--- src/rtl/pio_pkg.sv ---
package pio_pkg;
  localparam int IDX_W = 3;
  localparam logic [IDX_W-1:0] IDX_MODE  = 3'd0;
  localparam logic [IDX_W-1:0] IDX_LATCH = 3'd1;
  localparam logic [IDX_W-1:0] IDX_CMD   = 3'd2;
  localparam logic [IDX_W-1:0] IDX_DHI   = 3'd3;
  localparam logic [IDX_W-1:0] IDX_DLO   = 3'd4;
  localparam logic [IDX_W-1:0] IDX_RHI   = 3'd5;
  localparam logic [IDX_W-1:0] IDX_RMID  = 3'd6;
  localparam logic [IDX_W-1:0] IDX_RLO   = 3'd7;

  // command port bit positions
  localparam int CB_CLR_EOR = 7;
  localparam int CB_CLR_ATT = 6;
  localparam int CB_MCLR    = 4;
  localparam int NSTROBE    = 6;   // bits 5..0 leave as strobes

  // latched control bit positions
  localparam int LB_EOR_MASK = 7;
  localparam int LB_ATT_MASK = 6;
  localparam int LB_CNT_OFF  = 5;
  localparam int LB_XFER_EN  = 4;
  localparam int LB_DIR_IN   = 0;
endpackage

--- src/rtl/pio_ctl_regs.sv ---
module pio_ctl_regs
  import pio_pkg::*;
#(
  parameter int BYTE_W = 8,
  parameter int WORD_W = 16
) (
  input  logic                  clk,
  input  logic                  rst,
  input  logic                  wr_en,
  input  logic [IDX_W-1:0]      idx,
  input  logic [BYTE_W-1:0]     wdata,
  input  logic [WORD_W-1:0]     din_word,
  input  logic                  din_capture,
  output logic [BYTE_W-1:0]     mode_q,
  output logic [BYTE_W-1:0]     latch_q,
  output logic [WORD_W-1:0]     dout_q,
  output logic [WORD_W-1:0]     din_q,
  output logic [NSTROBE-1:0]    strobe_q,
  output logic                  mclr_now,
  output logic                  clr_eor,
  output logic                  clr_att
);
  logic cmd_wr;
  assign cmd_wr   = wr_en && (idx == IDX_CMD);
  assign mclr_now = cmd_wr && wdata[CB_MCLR];
  assign clr_eor  = cmd_wr && wdata[CB_CLR_EOR];
  assign clr_att  = cmd_wr && wdata[CB_CLR_ATT];

  always_ff @(posedge clk) begin
    if (rst) mode_q <= '0;
    else if (wr_en && idx == IDX_MODE) mode_q <= wdata;
  end

  always_ff @(posedge clk) begin
    if (rst || mclr_now) latch_q <= '0;
    else if (wr_en && idx == IDX_LATCH) latch_q <= wdata;
  end

  always_ff @(posedge clk) begin
    if (rst) dout_q <= '0;
    else begin
      if (wr_en && idx == IDX_DHI) dout_q[BYTE_W +: BYTE_W] <= wdata;
      if (wr_en && idx == IDX_DLO) dout_q[0 +: BYTE_W]      <= wdata;
    end
  end

  always_ff @(posedge clk) begin
    if (rst) din_q <= '0;
    else if (din_capture) din_q <= din_word;
  end

  always_ff @(posedge clk) begin
    if (rst) strobe_q <= '0;
    else     strobe_q <= cmd_wr ? wdata[NSTROBE-1:0] : '0;
  end


  go_strobe_src_chk: assert property (@(posedge clk) disable iff (rst)
    strobe_q[0] |-> $past(wr_en && idx == IDX_CMD && wdata[0]));


  mode_keep_on_mclr_chk: assert property (@(posedge clk) disable iff (rst)
    mclr_now |=> $stable(mode_q));
endmodule

--- src/rtl/pio_attn_flag.sv ---
module pio_attn_flag (
  input  logic clk,
  input  logic rst,
  input  logic mclr,
  input  logic clr,
  input  logic attn_in,
  output logic flag_q
);
  logic attn_d;
  logic rise;
  assign rise = attn_in && !attn_d;

  always_ff @(posedge clk) begin
    if (rst) begin
      attn_d <= 1'b0;
      flag_q <= 1'b0;
    end else begin
      attn_d <= attn_in;
      if (rise)             flag_q <= 1'b1;
      else if (clr || mclr) flag_q <= 1'b0;
    end
  end


  attn_edge_sets_chk: assert property (@(posedge clk) disable iff (rst)
    (attn_in && !attn_d) |=> flag_q);
endmodule

--- src/rtl/pio_range_cnt.sv ---
module pio_range_cnt
  import pio_pkg::*;
#(
  parameter int BYTE_W = 8,
  parameter int CNT_W  = 24
) (
  input  logic              clk,
  input  logic              rst,
  input  logic              wr_en,
  input  logic [IDX_W-1:0]  idx,
  input  logic [BYTE_W-1:0] wdata,
  input  logic              count_en,
  input  logic              word_done,
  input  logic              mclr,
  input  logic              clr_eor,
  output logic [CNT_W-1:0]  cnt_q,
  output logic              eor_q
);
  localparam int NLANE = CNT_W / BYTE_W;

  logic [NLANE-1:0] lane_hit;
  logic [CNT_W-1:0] ld_val;
  logic             any_load;
  logic             step;
  logic             at_zero;

  for (genvar b = 0; b < NLANE; b++) begin : g_lane
    assign lane_hit[b] = wr_en && (idx == IDX_RLO - IDX_W'(b));
    assign ld_val[b*BYTE_W +: BYTE_W] = lane_hit[b] ? wdata : cnt_q[b*BYTE_W +: BYTE_W];
  end

  assign any_load = |lane_hit;
  assign at_zero  = (cnt_q == '0);
  assign step     = word_done && count_en && !any_load;

  always_ff @(posedge clk) begin
    if (rst) begin
      cnt_q <= '0;
      eor_q <= 1'b0;
    end else begin
      if (any_load)             cnt_q <= ld_val;
      else if (step && !at_zero) cnt_q <= cnt_q - 1'b1;
      if (step && at_zero)        eor_q <= 1'b1;
      else if (clr_eor || mclr)   eor_q <= 1'b0;
    end
  end


  hold_at_zero_chk: assert property (@(posedge clk) disable iff (rst)
    (at_zero && !any_load) |=> (cnt_q == '0));

  decrement_chk: assert property (@(posedge clk) disable iff (rst)
    (word_done && count_en && !any_load && !at_zero) |=> (cnt_q == $past(cnt_q) - 1'b1));

  disabled_hold_chk: assert property (@(posedge clk) disable iff (rst)
    (!count_en && !any_load) |=> $stable(cnt_q));
endmodule

--- src/rtl/pio_regbank.sv ---
module pio_regbank
  import pio_pkg::*;
#(
  parameter int ADDR_W = 16,
  parameter int BYTE_W = 8,
  parameter int WORD_W = 16,
  parameter int CNT_W  = 24
) (
  input  logic              clk,
  input  logic              rst,
  input  logic [ADDR_W-1:0] bus_addr,
  input  logic              bus_wr,
  input  logic [BYTE_W-1:0] bus_wdata,
  input  logic              bus_rd,
  output logic [BYTE_W-1:0] bus_rdata,
  output logic              bus_rvalid,
  input  logic [2:0]        dev_status,
  input  logic              dev_attn,
  input  logic              dev_ready,
  input  logic              dev_mcerr,
  input  logic              word_done,
  input  logic [WORD_W-1:0] din_word,
  input  logic              din_capture,
  output logic [WORD_W-1:0] dout_word,
  output logic [BYTE_W-1:0] mode_out,
  output logic [2:0]        fcn_out,
  output logic              xfer_en,
  output logic              dir_in,
  output logic              stb_term,
  output logic              stb_mclr,
  output logic              stb_init,
  output logic              stb_aux,
  output logic              stb_cycle,
  output logic              stb_go,
  output logic              irq
);
  localparam int IDX_LSB = 4;
  localparam int PAD_W   = 8 * BYTE_W;

  logic              sel, wr, rd;
  logic [IDX_W-1:0]  idx;
  logic [BYTE_W-1:0] latch_q;
  logic [WORD_W-1:0] din_q;
  logic [NSTROBE-1:0] strobe_q;
  logic              mclr_now, clr_eor, clr_att;
  logic [CNT_W-1:0]  cnt_q;
  logic              eor_q, att_q;
  logic [PAD_W-1:0]  cnt_pad;
  logic [IDX_W-1:0]  lane;
  logic [BYTE_W-1:0] rmux;

  assign sel = (bus_addr[ADDR_W-1 -: 2] == 2'b10);
  assign idx = bus_addr[IDX_LSB +: IDX_W];
  assign wr  = bus_wr && sel;
  assign rd  = bus_rd && sel;

  pio_ctl_regs #(.BYTE_W(BYTE_W), .WORD_W(WORD_W)) u_ctl (
    .clk(clk), .rst(rst), .wr_en(wr), .idx(idx), .wdata(bus_wdata),
    .din_word(din_word), .din_capture(din_capture),
    .mode_q(mode_out), .latch_q(latch_q), .dout_q(dout_word), .din_q(din_q),
    .strobe_q(strobe_q), .mclr_now(mclr_now), .clr_eor(clr_eor), .clr_att(clr_att)
  );

  pio_attn_flag u_attn (
    .clk(clk), .rst(rst), .mclr(mclr_now), .clr(clr_att),
    .attn_in(dev_attn), .flag_q(att_q)
  );

  pio_range_cnt #(.BYTE_W(BYTE_W), .CNT_W(CNT_W)) u_cnt (
    .clk(clk), .rst(rst), .wr_en(wr), .idx(idx), .wdata(bus_wdata),
    .count_en(!latch_q[LB_CNT_OFF]), .word_done(word_done),
    .mclr(mclr_now), .clr_eor(clr_eor), .cnt_q(cnt_q), .eor_q(eor_q)
  );

  assign fcn_out   = latch_q[3:1];
  assign xfer_en   = latch_q[LB_XFER_EN];
  assign dir_in    = latch_q[LB_DIR_IN];
  assign {stb_term, stb_mclr, stb_init, stb_aux, stb_cycle, stb_go} = strobe_q;
  assign irq = (eor_q && latch_q[LB_EOR_MASK]) || (att_q && latch_q[LB_ATT_MASK]);

  assign cnt_pad = {{(PAD_W-CNT_W){1'b0}}, cnt_q};
  assign lane    = IDX_RLO - idx;

  always_comb begin
    case (idx)
      IDX_MODE:  rmux = mode_out;
      IDX_LATCH: rmux = latch_q;
      IDX_CMD:   rmux = {eor_q, att_q, dev_attn, dev_mcerr, dev_status, dev_ready};
      IDX_DHI:   rmux = din_q[BYTE_W +: BYTE_W];
      IDX_DLO:   rmux = din_q[0 +: BYTE_W];
      default:   rmux = cnt_pad[lane*BYTE_W +: BYTE_W];
    endcase
  end

  always_ff @(posedge clk) begin
    if (rst) begin
      bus_rdata  <= '0;
      bus_rvalid <= 1'b0;
    end else begin
      bus_rvalid <= rd;
      if (rd) bus_rdata <= rmux;
    end
  end


  unselected_write_chk: assert property (@(posedge clk) disable iff (rst)
    (bus_wr && !sel) |=> $stable(mode_out));

  rvalid_follows_rd_chk: assert property (@(posedge clk) disable iff (rst)
    bus_rvalid |-> $past(bus_rd && sel));

  irq_source_chk: assert property (@(posedge clk) disable iff (rst)
    irq |-> (eor_q || att_q));
endmodule

--- config.mk ---
export PLATFORM = sky130hd
export DESIGN_NAME = pio_regbank
export DESIGN_NICKNAME = d
export VERILOG_FILES = /design/src/rtl/pio_pkg.sv /design/src/rtl/pio_ctl_regs.sv /design/src/rtl/pio_attn_flag.sv /design/src/rtl/pio_range_cnt.sv /design/src/rtl/pio_regbank.sv
export SDC_FILE = /design/constraint.sdc
export NUM_CORES = 1
export LEC_CHECK = 0
export ABC_AREA = 1
export BUFFER_PORTS_ARGS = -buffer_cell sky130_fd_sc_hd__clkbuf_2
export CAP_MARGIN = 25
export CORE_MARGIN = 2
export CORE_UTILIZATION = 25
export DETAILED_ROUTE_END_ITERATION = 12
export PLACE_DENSITY = 0.53
export SLEW_MARGIN = 20
export SYNTH_ARGS = -nofsm -noshare
export SYNTH_HDL_FRONTEND = slang
export SYNTH_HIERARCHICAL = 1
export SYNTH_SLANG_ARGS = --single-unit
--- constraint.sdc ---
create_clock -name clk -period 1.3 [get_ports clk]
set_input_delay 0.065 -clock clk [delete_from_list [all_inputs] [get_ports clk]]
set_output_delay 0.065 -clock clk [all_outputs]
set_load 0.1 [all_outputs]
After elaboration in Yosys (flattened, before gate mapping)
Cells that the tools add are included.

Word-level logic and storage cells: 77. Input port bits: 52. Bits in registers: 90.

Add/sub/neg operators: 2. Mux-type cells: 10. Reduce and logical (&&, ||, !) cells: 38. Bitwise gates (word level): 1. Equal/unequal tests: 11. Shift-type cells: 1.

Operators by type and width (count): $shiftx 64x7->8 (1); $mux 24 (2); $pmux 8 s5 (1); $logic_not 24->1 (1); $mux 8 (3); $sub 24x1->24 const B (1); $logic_and 1x1->1 (20); $eq 3x3->1 const B (4); $eq 3x2->1 const B (2); $ne 2x1->1 const B (3); $reduce_and 2->1 (3); $reduce_bool 2->1 (3); $logic_not 1->1 (4); $logic_or 1x1->1 (4); $mux 1 (4); $eq 3x1->1 const B (1); $logic_not 3->1 (1); $reduce_or 3->1 (1); $sub 3x3->3 const A (1); $eq 2x2->1 const B (1); $reduce_or 2->1 (1); $not 1->1 (1).

Depth between registers and ports, before layout
Gate-level depths: netlist of the first run.

Depth after elaboration: 9. Gate-level depth with buffers: 11. Gate-level depth less buffers: 10.

By module
The synthesis of the first run kept the hierarchy.

Modules (own cells, without submodules): pio_range_cnt (sequential area each 500.5 µm², cells each 329, area each 1886.8 µm², times used 1); pio_ctl_regs (sequential area each 1081.0 µm², cells each 244, area each 1881.8 µm², times used 1); pio_regbank (sequential area each 180.2 µm², cells each 201, area each 1106.1 µm², times used 1); pio_attn_flag (sequential area each 40.0 µm², cells each 11, area each 77.6 µm², times used 1).

Worst setup path after synthesis of the first run
Ideal clock, no wire load.

Path type: register -> register. From: reg u_ctl.latch_q[1]. To: reg bus_rdata[1]. Data required time: 1.233 ns. Period minus slack after synthesis: 1.489 ns. Stages on the path, launching flop included: 7. Arrival time: 1.423 ns. Slack: -0.189 ns. Library setup time: 0.067 ns. Cell sequence: dfxtp_1 nand4_1 nand2_1 nor2_1 nand2_1 nand2_1 a21oi_2.

Longest elaborated chain between the ends: 1.

RTL lines: start: declaration (RTL line pio_ctl_regs.sv:15) `output logic [BYTE_W-1:0] latch_q,`; start signal: assignment (RTL line pio_ctl_regs.sv:36) `else if (wr_en && idx == IDX_LATCH) latch_q <= wdata;`; $pmux 8 s5 (RTL line pio_regbank.sv:85) `case (idx)`; end signal: assignment (RTL line pio_regbank.sv:101) `if (rd) bus_rdata <= rmux;`; end: declaration (RTL line pio_regbank.sv:15) `output logic [BYTE_W-1:0] bus_rdata,`.

No other way between the ends. A chain may end at the register's enable or synchronous reset.

Final worst setup path of the first run
From: reg u_cnt.cnt_q[18]. To: reg u_cnt.cnt_q[8].

Longest elaborated chain between the ends: 5.

RTL lines: start: declaration (RTL line pio_range_cnt.sv:16) `output logic [CNT_W-1:0] cnt_q,`; start signal: assignment (RTL line pio_range_cnt.sv:41) `if (any_load) cnt_q <= ld_val;`; start signal: assignment (RTL line pio_range_cnt.sv:42) `else if (step && !at_zero) cnt_q <= cnt_q - 1'b1;`; $logic_not 24->1 (RTL line pio_range_cnt.sv:33) `assign at_zero = (cnt_q == '0);`; $logic_not 1->1 (RTL line pio_range_cnt.sv:42); $logic_and 1x1->1 (RTL line pio_range_cnt.sv:42); $reduce_bool 2->1 (no source line); $reduce_and 2->1 (no source line).

No other way between the ends.

==> run summary, run 1 <==
Post-synthesis register bit count -> 90
Power share of the clock group -> 31.6%
Cell area power density -> 1070 mW/mm^2
Internal power -> 5.20 mW
Max Slew Vio Count -> 0
Total GRT Usage -> 17.7%
Die X -> 145 microns
Synth warnings -> 6
Core area -> 0.0195 sq mm
Drt initial violations -> 462
Setup TNS -> -2.86 ns
Fill cells -> 2093
Status -> complete, but fails checks
Switching fraction of total power -> 33.8%
Fin nets -> 1040
TritonCTS buffer count -> 9
Pin count of the biggest net entering global routing -> 43
Total power -> 7.86 mW
Initial antenna violation count -> 0
Post-Layout Cell Count -> 1256
DR vias -> 5668
Placer Congestion -> 0.877
Maxcap violations -> 0
Final ANT Viol Nets -> 0
Slew headroom -> 62.4%
Iteration count of the initial detailed-routing pass -> 5
Root Buffer -> clkbuf_16
Share of layout cells above drive strength 1 -> 34.4%
Worst Tran Pin Value -> 0.567 ns
Post-Syn Area -> 0.00495 sq mm
Post-synth cell types -> 39
Syn avg cell area -> 6.31 sq um
Worst-path fanout max -> 5
Vias/cell -> 4.51
Row count -> 51
Clock latency on the worst-skew pair -> 0.36 ns
Most frequent cells in the layout -> nand2_1, nor2_1, buf_4, clkbuf_2, dfxtp_1
Net Sw Power -> 2.65 mW
Routed Wire Length -> 18000 microns
Worst Hold Slack -> 0.0472 ns
Final WS setup -> -0.157 ns
Port bufs -> 85
Leakage -> 3.55 nW
CTS max path bufs -> 2
Number of H-tree levels -> 3
Comb power frac -> 29.7%
CP max stage cell -> dfxtp_1
Fmax -> 686 MHz
Detailed Place HPWL -> 13400 microns
Commonest non-fill, non-tap cell in the layout -> nand2_1
Antenna cells -> 0
Number of cells on the worst reg-to-reg path -> 9
CTS tree -> yes
Vias in the first global route -> 5334
Placement Setup Slack -> -0.288 ns
Initial core utilization -> 25.4%
Clock-pin slew of the registers on the worst-case setup and hold paths -> 0.07 ns
Min Tclk post-route -> 1.46 ns
First-pass GRT wire length -> 28400 microns
Failing checks -> negative setup slack
Critical Path Max Stage Delay -> 0.31 ns
R2r setup slk -> -0.16 ns
Critical Path AT -> 1.71 ns
Die height -> 145 microns
Remaining DRCs -> 0
Post-synthesis sequential area ratio -> 36.4%
Global route overflow -> 0
RSZ-0062 raised after global routing -> yes
Critical path cell sequence -> nor2_1 > nand2_1 > nor2_4 > nand3_2 > nand2_4 > buf_6 > nand2_4 > o21bai_1 > nor2_1
Number of setup violations in the final report -> 25
Max VDD drop -> 654 uV
Clk_skew -> 0.00863 ns
WS Path Type -> flip-flop to flip-flop
Flop pwr share -> 38.7%
Critical Path RT -> 1.55 ns
Crit. End Element -> flip-flop
P&R area growth vs syn -> 48.2%
FF/Latch Area -> 0.00186 sq mm
Worst Hold Class -> input pin to flip-flop
Placed cell count -> 1212
Hold Path Depth -> 3
Worst setup SP type -> flip-flop
Cell count after synthesis -> 785
Routed WL per cell -> 14.3 microns
# IOs -> 97
Syn_nets -> 839
Clock sinks -> 90
Footprint of the multi-input gates -> 0.00310 sq mm
Die area -> 0.0210 sq mm
Final clock period utilization by the worst path -> 112%
Fin. Hold Viols -> 0
-- power groups by stage --
stage | clock network, mW | logic, mW | registers, mW
after floorplan | 0 | 0.974 | 3.21
after global placement | 0 | 1.93 | 3.07
after detailed placement | 0 | 1.93 | 3.07
after CTS | 2.56 | 2.15 | 3.03
after global routing | 2.68 | 2.56 | 3.06
final | 2.48 | 2.33 | 3.04
-- cell usage after synthesis, drive strengths merged --
master	instances	share of area [%]
dfxtp	90	36
o21ai	61	6.2
inv	67	5.1
clkinv	3	0.33
a21oi	28	3.4
o21bai	7	1.1
or2	1	0.13
xor2	1	0.18
xnor2	2	0.35
nor2	215	18
nand3	53	5.6
clkbuf	6	0.45
a22o	1	0.18
and3	1	0.13
and2	2	0.25
nand2	202	16
nor3	4	0.51
nand4	22	2.8
ha	2	0.51
o31ai	1	0.15
nand3b	2	0.30
buf	14	2.5
-- layer usage --
metal  global-route usage [%]  part of all wire (%)
met1                     24.4                    48
met2                     27.6                    45
met3                     4.05                   5.1
met4                     4.75                   1.9
met5                        0                     0
-- final cells by class --
class | instances | area share, %
timing repair buffer | 209 | 20.3
sequential | 90 | 25.3
clock inverter | 5 | 0.528
inverter | 70 | 3.94
tap | 265 | 4.52
clock buffer | 11 | 3.17
multi-input combinational | 606 | 42.3
-- registers in the layout, summed over array words and instances, names as in the netlist --
| register | flops |
|---|---|
| u_ctl/din_q | 16 |
| u_cnt/cnt_q | 24 |
| u_ctl/dout_q | 16 |
| u_attn/attn_d | 1 |
| bus_rdata | 8 |
| u_ctl/strobe_q | 6 |
| u_cnt/eor_q | 1 |
| bus_rvalid | 1 |
| u_attn/flag_q | 1 |
| u_ctl/mode_q | 8 |
| u_ctl/latch_q | 8 |
-- worst paths after layout --
check	start	end
worst max-delay path	u_cnt/cnt_q[18]$_SDFFE_PP0P_	u_cnt/cnt_q[8]$_SDFFE_PP0P_
worst min-delay path	bus_wdata[1]	u_ctl/strobe_q[1]$_SDFF_PP0_
worst max register to register	u_cnt/cnt_q[18]$_SDFFE_PP0P_	u_cnt/cnt_q[8]$_SDFFE_PP0P_
worst min register to register	bus_rdata[7]$_SDFFE_PP0P_	bus_rdata[7]$_SDFFE_PP0P_
-- worst max-delay path, delay by kind of cell (launching register included) --
| kind | cells | cell delay, ns |
|---|---|---|
| simple gates | 7 | 0.76 |
| flops | 1 | 0.31 |
| buf+inv | 1 | 0.14 |
| compound gates | 1 | 0.14 |
-- cells by family after synthesis --
| logic type | share of synthesized area, % |
|---|---|
| AOI/OAI and AO/OA | 11.0 |
| adders and majority gates | 0.505 |
| xor gates and xnor gates | 0.531 |
| DFF | 36.4 |
| buffers and inverters | 8.36 |
| and+or+nand+nor | 43.2 |
-- per-stage QoR --
stage / utilization [%] / area [sq um]
3_3_place_gp: 33.0 / 6420
4_1_cts: 36.6 / 7130
6_report: 37.7 / 7340
2_1_floorplan: - / 5020
3_5_place_dp: 33.0 / 6420
5_1_grt: 37.7 / 7340
-- timing repair --
item	in CTS	in global routing
gates resized for setup	66	58
gates cloned	2	0
endpoints found under the hold margin	17	0
setup buffers	7	3
pin swaps	21	30
setup endpoints to repair	25	26
hold buffers	17	0
No activity file was read; power rests on OpenSTA's default activity.
==> run 2, diff against run 1 <==
--- a/config.mk
+++ b/config.mk
@@ -11,7 +11,8 @@
 export CORE_MARGIN = 2
 export CORE_UTILIZATION = 25
 export DETAILED_ROUTE_END_ITERATION = 12
-export PLACE_DENSITY = 0.53
+export GPL_ROUTABILITY_DRIVEN = 0
+export PLACE_DENSITY = 0.54
 export SLEW_MARGIN = 20
 export SYNTH_ARGS = -nofsm -noshare
 export SYNTH_HDL_FRONTEND = slang
==> constraint.sdc (replaced) <==
create_clock -name clk -period 1.3 [get_ports clk]
set_input_delay 0 -clock clk [delete_from_list [all_inputs] [get_ports clk]]
set_output_delay 0 -clock clk [all_outputs]
set_load 0.1 [all_outputs]
==> run 2 against run 1 <==
The flow still finishes with violations (negative setup slack). Clock-buffer cell count fell by 1. First-iteration DRC count fell by 32%. Clock power rose by 2%. Die area did not move. Hold slack got worse by 0.021 ns. Sequential share of layout area rose by 0.50 points. Final area fell by 2.6%. Fmax rose by 0.56%. Critical path depth rose by 1. Total power fell by 1.9%. Global-route usage fell by 1.1 points. Sequential cell count did not move. Largest cell class unchanged.
==> run summary, run 2 (synthesized netlist as in run 1, its figures left out) <==
Detailed Place HPWL -> 12900 microns (-3.8%)
Clk_skew -> 0.0110 ns (+0.00241 ns)
Routed Wire Length -> 17200 microns (-4.4%)
Drt initial violations -> 316 (-32%)
Crit. End Element -> flip-flop
Area after DPL -> 0.00634 sq mm (-1.2%)
Share of layout cells above drive strength 1 -> 30.6% (-3.8 points)
Min Tclk post-route -> 1.45 ns (-0.00818 ns)
Final clock period utilization by the worst path -> 111% (-0.63 points)
# IOs -> 97 (unchanged)
Leakage -> 3.49 nW (-1.6%)
Worst Hold Class -> input pin to flip-flop
Max Slew Vio Count -> 0 (unchanged)
RSZ-0062 raised after global routing -> yes
Global route overflow -> 0 (unchanged)
Top Registers -> u_cnt/cnt_q: 24 flops, u_ctl/din_q: 16 flops, u_ctl/dout_q: 16 flops
R2r setup slk -> -0.15 ns (about the same)
Fmax -> 690 MHz (+0.56%)
CP max stage cell -> dfxtp_2
Commonest non-fill, non-tap cell in the layout -> nor2_1
Initial antenna violation count -> 0 (unchanged)
Critical path cell sequence -> inv_4 > ha_4 > nand2_2 > nor2_2 > nand3_2 > nand2_4 > nand2_2 > inv_4 > nor2_1 > nor2_1
Clock sinks -> 90 (unchanged)
Status -> complete, but fails checks
WHS Endpoint -> u_ctl/latch_q[6]$_SDFFE_PP0P_
Layout Utilization -> 36.7% (-0.98 points)
Critical Path AT -> 1.74 ns (+0.03 ns)
Biggest register -> u_cnt/cnt_q
Hold path start -> bus_wdata[6]
Final ANT Viol Nets -> 0 (unchanged)
Remaining DRCs -> 0 (unchanged)
Vias in the first global route -> 5031 (-5.7%)
Critical Path RT -> 1.59 ns (+0.04 ns)
Core area -> 0.0195 sq mm (unchanged)
Total GRT Usage -> 16.5% (-1.1 points)
CTS tree -> yes
Antenna cells -> 0 (unchanged)
Setup TNS -> -3.08 ns (-0.229 ns)
Routed WL per cell -> 13.8 microns (-3.6%)
Clock-pin slew of the registers on the worst-case setup and hold paths -> 0.07 ns (about the same)
Initial core utilization -> 25.4% (unchanged)
Cell area power density -> 1080 mW/mm^2 (+0.71%)
Die height -> 145 microns (unchanged)
Final WS setup -> -0.149 ns (+0.00818 ns)
Die area -> 0.0210 sq mm (unchanged)
Pin count of the biggest net entering global routing -> 43 (unchanged)
DR vias -> 5569 (-1.7%)
Max VDD drop -> 677 uV (+3.5%)
Fin. Hold Viols -> 0 (unchanged)
CTS max path bufs -> 2 (unchanged)
TritonCTS buffer count -> 9 (unchanged)
Die X -> 145 microns (unchanged)
RR Endpoint -> u_cnt/cnt_q[7]$_SDFFE_PP0P_
Row count -> 51 (unchanged)
Fin nets -> 1030 (-0.96%)
Port bufs -> 85 (unchanged)
Slew headroom -> 62.4% (about the same)
First-pass GRT wire length -> 26700 microns (-5.7%)
WS Path Type -> flip-flop to flip-flop
Root Buffer -> clkbuf_16
Most frequent cells in the layout -> nor2_1, nand2_1, clkbuf_2, buf_4, dfxtp_1
Final Cell Area -> 0.00715 sq mm (-2.6%)
Number of setup violations in the final report -> 25 (unchanged)
P&R area growth vs syn -> 44.4%
Worst-path fanout max -> 9 (+4)
Number of H-tree levels -> 3 (unchanged)
Number of cells on the worst reg-to-reg path -> 10 (+1)
Iteration count of the initial detailed-routing pass -> 5 (unchanged)
Maxcap violations -> 0 (unchanged)
Worst Tran Pin Value -> 0.567 ns (+0.0000256 ns)
Failing checks -> negative setup slack
Hold Path Depth -> 3 (unchanged)
Vias/cell -> 4.47 (-0.96%)
Critical Path Max Stage Delay -> 0.34 ns (+0.03 ns)
Number of flip-flops under the largest register name -> 24 (unchanged)
Worst setup SP type -> flip-flop
Clock latency on the worst-skew pair -> 0.36 ns (about the same)
Critical R2R Launch -> u_cnt/cnt_q[0]$_SDFFE_PP0P_
## run 2: changes by cell type in the layout (fill, tap and decap cells not counted), moves of 6 or more
cell,before,now
nor2_1,171,187
o21ai_0,44,51
buf_6,7,1
nor2_4,23,13
nor2_2,20,14
buf_4,98,84
## run 2: per-stage QoR
stage	std cells	power [mW]	hold slack (ns)	worst slack [ns]
after floorplan	785	4.18	0.0712	-0.0469
after global placement	1201	4.96	0.226	-0.286
after detailed placement	1201	4.96	0.233	-0.243
after CTS	1243	7.67	0.0172	-0.143
after global routing	1246	8.13	0.0276	-0.244
final	1246	7.70	0.0267	-0.149
## run 2: layer usage
metal	routed length [microns]	part of all wire [%]	track usage (%)	vias up
li1	-	-	-	2887
met1	8450	49	23.4	2550
met2	7810	45	25.3	115
met3	763	4.4	3.92	17
met4	205	1.2	3.78	0
met5	0	0	0	-
## run 2: power breakdown
group	switching (mW)	internal [mW]	total, mW	leakage, nW
clock network	1.18	1.37	2.54	0.139
registers	0.126	2.90	3.03	0.748
logic	1.24	0.892	2.14	2.61
total	2.54	5.16	7.70	3.49
## run 2: cell type report
cell class                      instances  area [sq um]
Clock buffer                           10           239
Clock inverter                          6          47.5
Fill cell                            2075         12300
Inverter                               70           285
Multi-Input combinational cell        606          2950
Sequential cell                        90          1840
Tap cell                              265           332
Timing Repair Buffer                  199          1450
## run 2: critical path: cells and delay by family (launching register included)
kind                     cells  cell delay [ns]
AND/OR/NAND/NOR              7             0.68
flip-flops                   1             0.34
buffers and inverters        2             0.23
adder cells (fa/ha/maj)      1             0.14
## run 2: worst max path at each step
stage | from | to | slack (ns)
floorplan | u_cnt/cnt_q[7]$_SDFFE_PP0P_ | u_cnt/cnt_q[8]$_SDFFE_PP0P_ | -0.05
global placement | bus_addr[14] | u_cnt/cnt_q[17]$_SDFFE_PP0P_ | -0.29
detailed placement | bus_addr[14] | u_ctl/mode_q[3]$_SDFFE_PP0P_ | -0.24
CTS | u_cnt/cnt_q[0]$_SDFFE_PP0P_ | u_cnt/cnt_q[14]$_SDFFE_PP0P_ | -0.14
global route | u_cnt/cnt_q[0]$_SDFFE_PP0P_ | u_cnt/cnt_q[14]$_SDFFE_PP0P_ | -0.24
finish | u_cnt/cnt_q[0]$_SDFFE_PP0P_ | u_cnt/cnt_q[7]$_SDFFE_PP0P_ | -0.15
## run 2: repair_timing
action	in CTS	in global routing
setup buffers	2	3
hold buffers	22	0
setup endpoints to repair	25	33
endpoints found under the hold margin	23	0
pin swaps	16	6
cloned	2	0
gates resized for setup	29	34
==> run 3, diff against run 2 <==
--- a/config.mk
+++ b/config.mk
@@ -8,7 +8,8 @@
 export ABC_AREA = 1
 export BUFFER_PORTS_ARGS = -buffer_cell sky130_fd_sc_hd__clkbuf_2
 export CAP_MARGIN = 25
-export CORE_MARGIN = 2
+export CORE_ASPECT_RATIO = 1.75
+export CORE_MARGIN = 3
 export CORE_UTILIZATION = 25
 export DETAILED_ROUTE_END_ITERATION = 12
 export GPL_ROUTABILITY_DRIVEN = 0
==> run 3 against run 2 <==
Combinational power up 11%. Register-to-register slack about the same. Sequential share of layout area shrank 0.57 points. Die area is 3.1% higher. Critical endpoint is now u_cnt/cnt_q[18]$_SDFFE_PP0P_. Sequential power about the same. Wire length grew 11%. Via count rose by 2.7%. Fmax is essentially flat. Critical path type unchanged. Sequential cell count unchanged. Setup slack about the same. The flow still finishes with violations (negative setup slack).
==> run summary, run 3 (synthesized netlist as in run 1, its figures left out) <==
Final ANT Viol Nets -> 0 (unchanged)
Root Buffer -> clkbuf_16
Final clock period utilization by the worst path -> 112% (about the same)
Vias in the first global route -> 5448 (+8.3%)
Antenna cells -> 0 (unchanged)
Clock sinks -> 90 (unchanged)
Initial antenna violation count -> 0 (unchanged)
Switching fraction of total power -> 32.6% (-0.43 points)
Critical path cell sequence -> inv_4 > ha_4 > nand2_2 > nor2_2 > nand3_2 > nand2_4 > buf_12 > buf_8 > nand3_2 > nand2_1 > a21oi_1
CTS tree -> yes
Die X -> 112 microns (-22%)
Internal power -> 5.60 mW (+8.5%)
Worst Tran Pin Value -> 0.551 ns (-0.0158 ns)
Status -> complete, but fails checks
Final Cell Area -> 0.00733 sq mm (+2.5%)
CTS max path bufs -> 2 (unchanged)
Cell area power density -> 1130 mW/mm^2 (+5.2%)
# IOs -> 97 (unchanged)
Routed Wire Length -> 19100 microns (+11%)
Share of layout cells above drive strength 1 -> 34.8% (+4.3 points)
CP most frequent cell -> nand3_2
Critical Path RT -> 1.55 ns (-0.04 ns)
Total power -> 8.31 mW (+7.8%)
Fin. Hold Viols -> 0 (unchanged)
Setup TNS -> -3.13 ns (-0.0430 ns)
Worst-path fanout max -> 5 (-4)
TritonCTS buffer count -> 9 (unchanged)
Worst Hold Class -> input pin to flip-flop
Crit. End Element -> flip-flop
R2r setup slk -> -0.15 ns (about the same)
Delay-heaviest family, CP -> simple AND/OR/NAND/NOR gates
CP max stage cell -> dfxtp_4
Number of flip-flops under the largest register name -> 24 (unchanged)
Biggest register -> u_cnt/cnt_q
Core area -> 0.0193 sq mm (-0.93%)
Global route overflow -> 0 (unchanged)
Maxcap violations -> 0 (unchanged)
Fmax -> 690 MHz (about the same)
Most frequent cells in the layout -> nand2_1, nor2_1, clkbuf_2, buf_4, dfxtp_1
Comb power frac -> 28.6% (+0.9 points)
Clock latency on the worst-skew pair -> 0.36 ns (about the same)
Failing checks -> negative setup slack
Number of setup violations in the final report -> 25 (unchanged)
Critical Path AT -> 1.70 ns (-0.04 ns)
DR vias -> 5719 (+2.7%)
Fin nets -> 1028 (-0.19%)
Net Sw Power -> 2.71 mW (+6.4%)
WS Path Type -> flip-flop to flip-flop
Initial core utilization -> 25.7% (+0.24 points)
Final WS setup -> -0.150 ns (-0.000369 ns)
Number of H-tree levels -> 3 (unchanged)
Min Tclk post-route -> 1.45 ns (+0.000369 ns)
Worst Hold Slack -> 0.00720 ns (-0.0195 ns)
RSZ-0062 raised after global routing -> yes
Iteration count of the initial detailed-routing pass -> 4 (-1)
Max VDD drop -> 612 uV (-9.6%)
Row count -> 67 (+31%)
Worst path bufs/invs -> 3 (+1)
Vias/cell -> 4.69 (+4.9%)
Routed WL per cell -> 15.7 microns (+13%)
Leakage -> 3.51 nW (+0.54%)
Fill cells -> 2071 (-0.19%)
P&R area growth vs syn -> 47.9%
Max Slew Vio Count -> 0 (unchanged)
Flop pwr share -> 36.5% (-2.8 points)
Clock-pin slew of the registers on the worst-case setup and hold paths -> 0.07 ns (about the same)
Port bufs -> 85 (unchanged)
Area after DPL -> 0.00629 sq mm (-0.87%)
Top Registers -> u_cnt/cnt_q: 24 flops, u_ctl/din_q: 16 flops, u_ctl/dout_q: 16 flops
Commonest non-fill, non-tap cell in the layout -> nand2_1
Drt initial violations -> 292 (-7.6%)
Detailed Place HPWL -> 14400 microns (+11%)
Worst setup SP type -> flip-flop
Slew headroom -> 63.4% (+1.1 points)
Clk_skew -> 0.00932 ns (-0.00173 ns)
Power share of the clock group -> 34.8% (+1.8 points)
Pin count of the biggest net entering global routing -> 28 (-35%)
First-pass GRT wire length -> 29000 microns (+8.6%)
Critical Path Max Stage Delay -> 0.37 ns (+0.03 ns)
Remaining DRCs -> 0 (unchanged)
Total GRT Usage -> 17.5% (+0.96 points)
Die area -> 0.0216 sq mm (+3.1%)
Die height -> 192 microns (+33%)
run 3: metrics by stage:
| step | cells | utilization, % | setup slack, ns |
|---|---|---|---|
| after floorplan | 785 | - | -0.0469 |
| after global placement | 1177 | 32.6 | -0.219 |
| after detailed placement | 1177 | 32.6 | -0.230 |
| after CTS | 1215 | 36.2 | -0.125 |
| after global routing | 1220 | 38.0 | -0.225 |
| final | 1220 | 38.0 | -0.150 |
run 3: power groups by stage:
| stage | Combinational (mW) | Clock, mW | Sequential (mW) |
|---|---|---|---|
| 2_1_floorplan | 0.974 | 0 | 3.21 |
| 3_3_place_gp | 1.92 | 0 | 3.06 |
| 3_5_place_dp | 1.93 | 0 | 3.06 |
| 4_1_cts | 2.09 | 2.94 | 3.02 |
| 5_1_grt | 2.58 | 3.05 | 3.05 |
| 6_report | 2.38 | 2.89 | 3.03 |
run 3: worst register-to-register path: stages (launching register included):
cell	delay, ns
dfxtp_4	0.37
inv_4	0.07
ha_4	0.12
nand2_2	0.04
nor2_2	0.10
nand3_2	0.10
nand2_4	0.10
buf_12	0.15
buf_8	0.13
nand3_2	0.06
nand2_1	0.06
a21oi_1	0.04
run 3: layout make-up:
cell class	instances	area, sq um	share of cell area, %
clock buffer	11	243	3.31
clock inverter	5	77.6	1.06
inverter	70	295	4.03
multi-input combinational	607	3170	43.2
sequential	90	1850	25.2
tap	241	302	4.12
timing repair buffer	196	1400	19.0
run 3: layer usage:
layer	GRT usage, %	wire (microns)	share of wire [%]	vias to the layer above
met4	8.79	820	4.3	0
met2	34.2	10800	57	146
met5	0	0	0	-
met3	2.62	657	3.4	41
li1	-	-	-	2884
met1	17.5	6840	36	2648
run 3: worst paths after layout:
path | start | to | cells past startpoint
max | u_cnt/cnt_q[1]$_SDFFE_PP0P_ | u_cnt/cnt_q[18]$_SDFFE_PP0P_ | 11
max reg2reg | u_cnt/cnt_q[1]$_SDFFE_PP0P_ | u_cnt/cnt_q[18]$_SDFFE_PP0P_ | 11
min reg2reg | u_ctl/latch_q[3]$_SDFFE_PP0P_ | u_ctl/latch_q[3]$_SDFFE_PP0P_ | 2
min | bus_wdata[7] | u_ctl/latch_q[7]$_SDFFE_PP0P_ | 3
run 3: what timing repair did:
action,4_1_cts,5_1_grt
hold buffers,20,0
endpoints found under the hold margin,21,0
gates cloned,1,1
setup endpoints to repair,25,25
buffers inserted,2,4
resized for setup,50,86
pin swaps,22,38
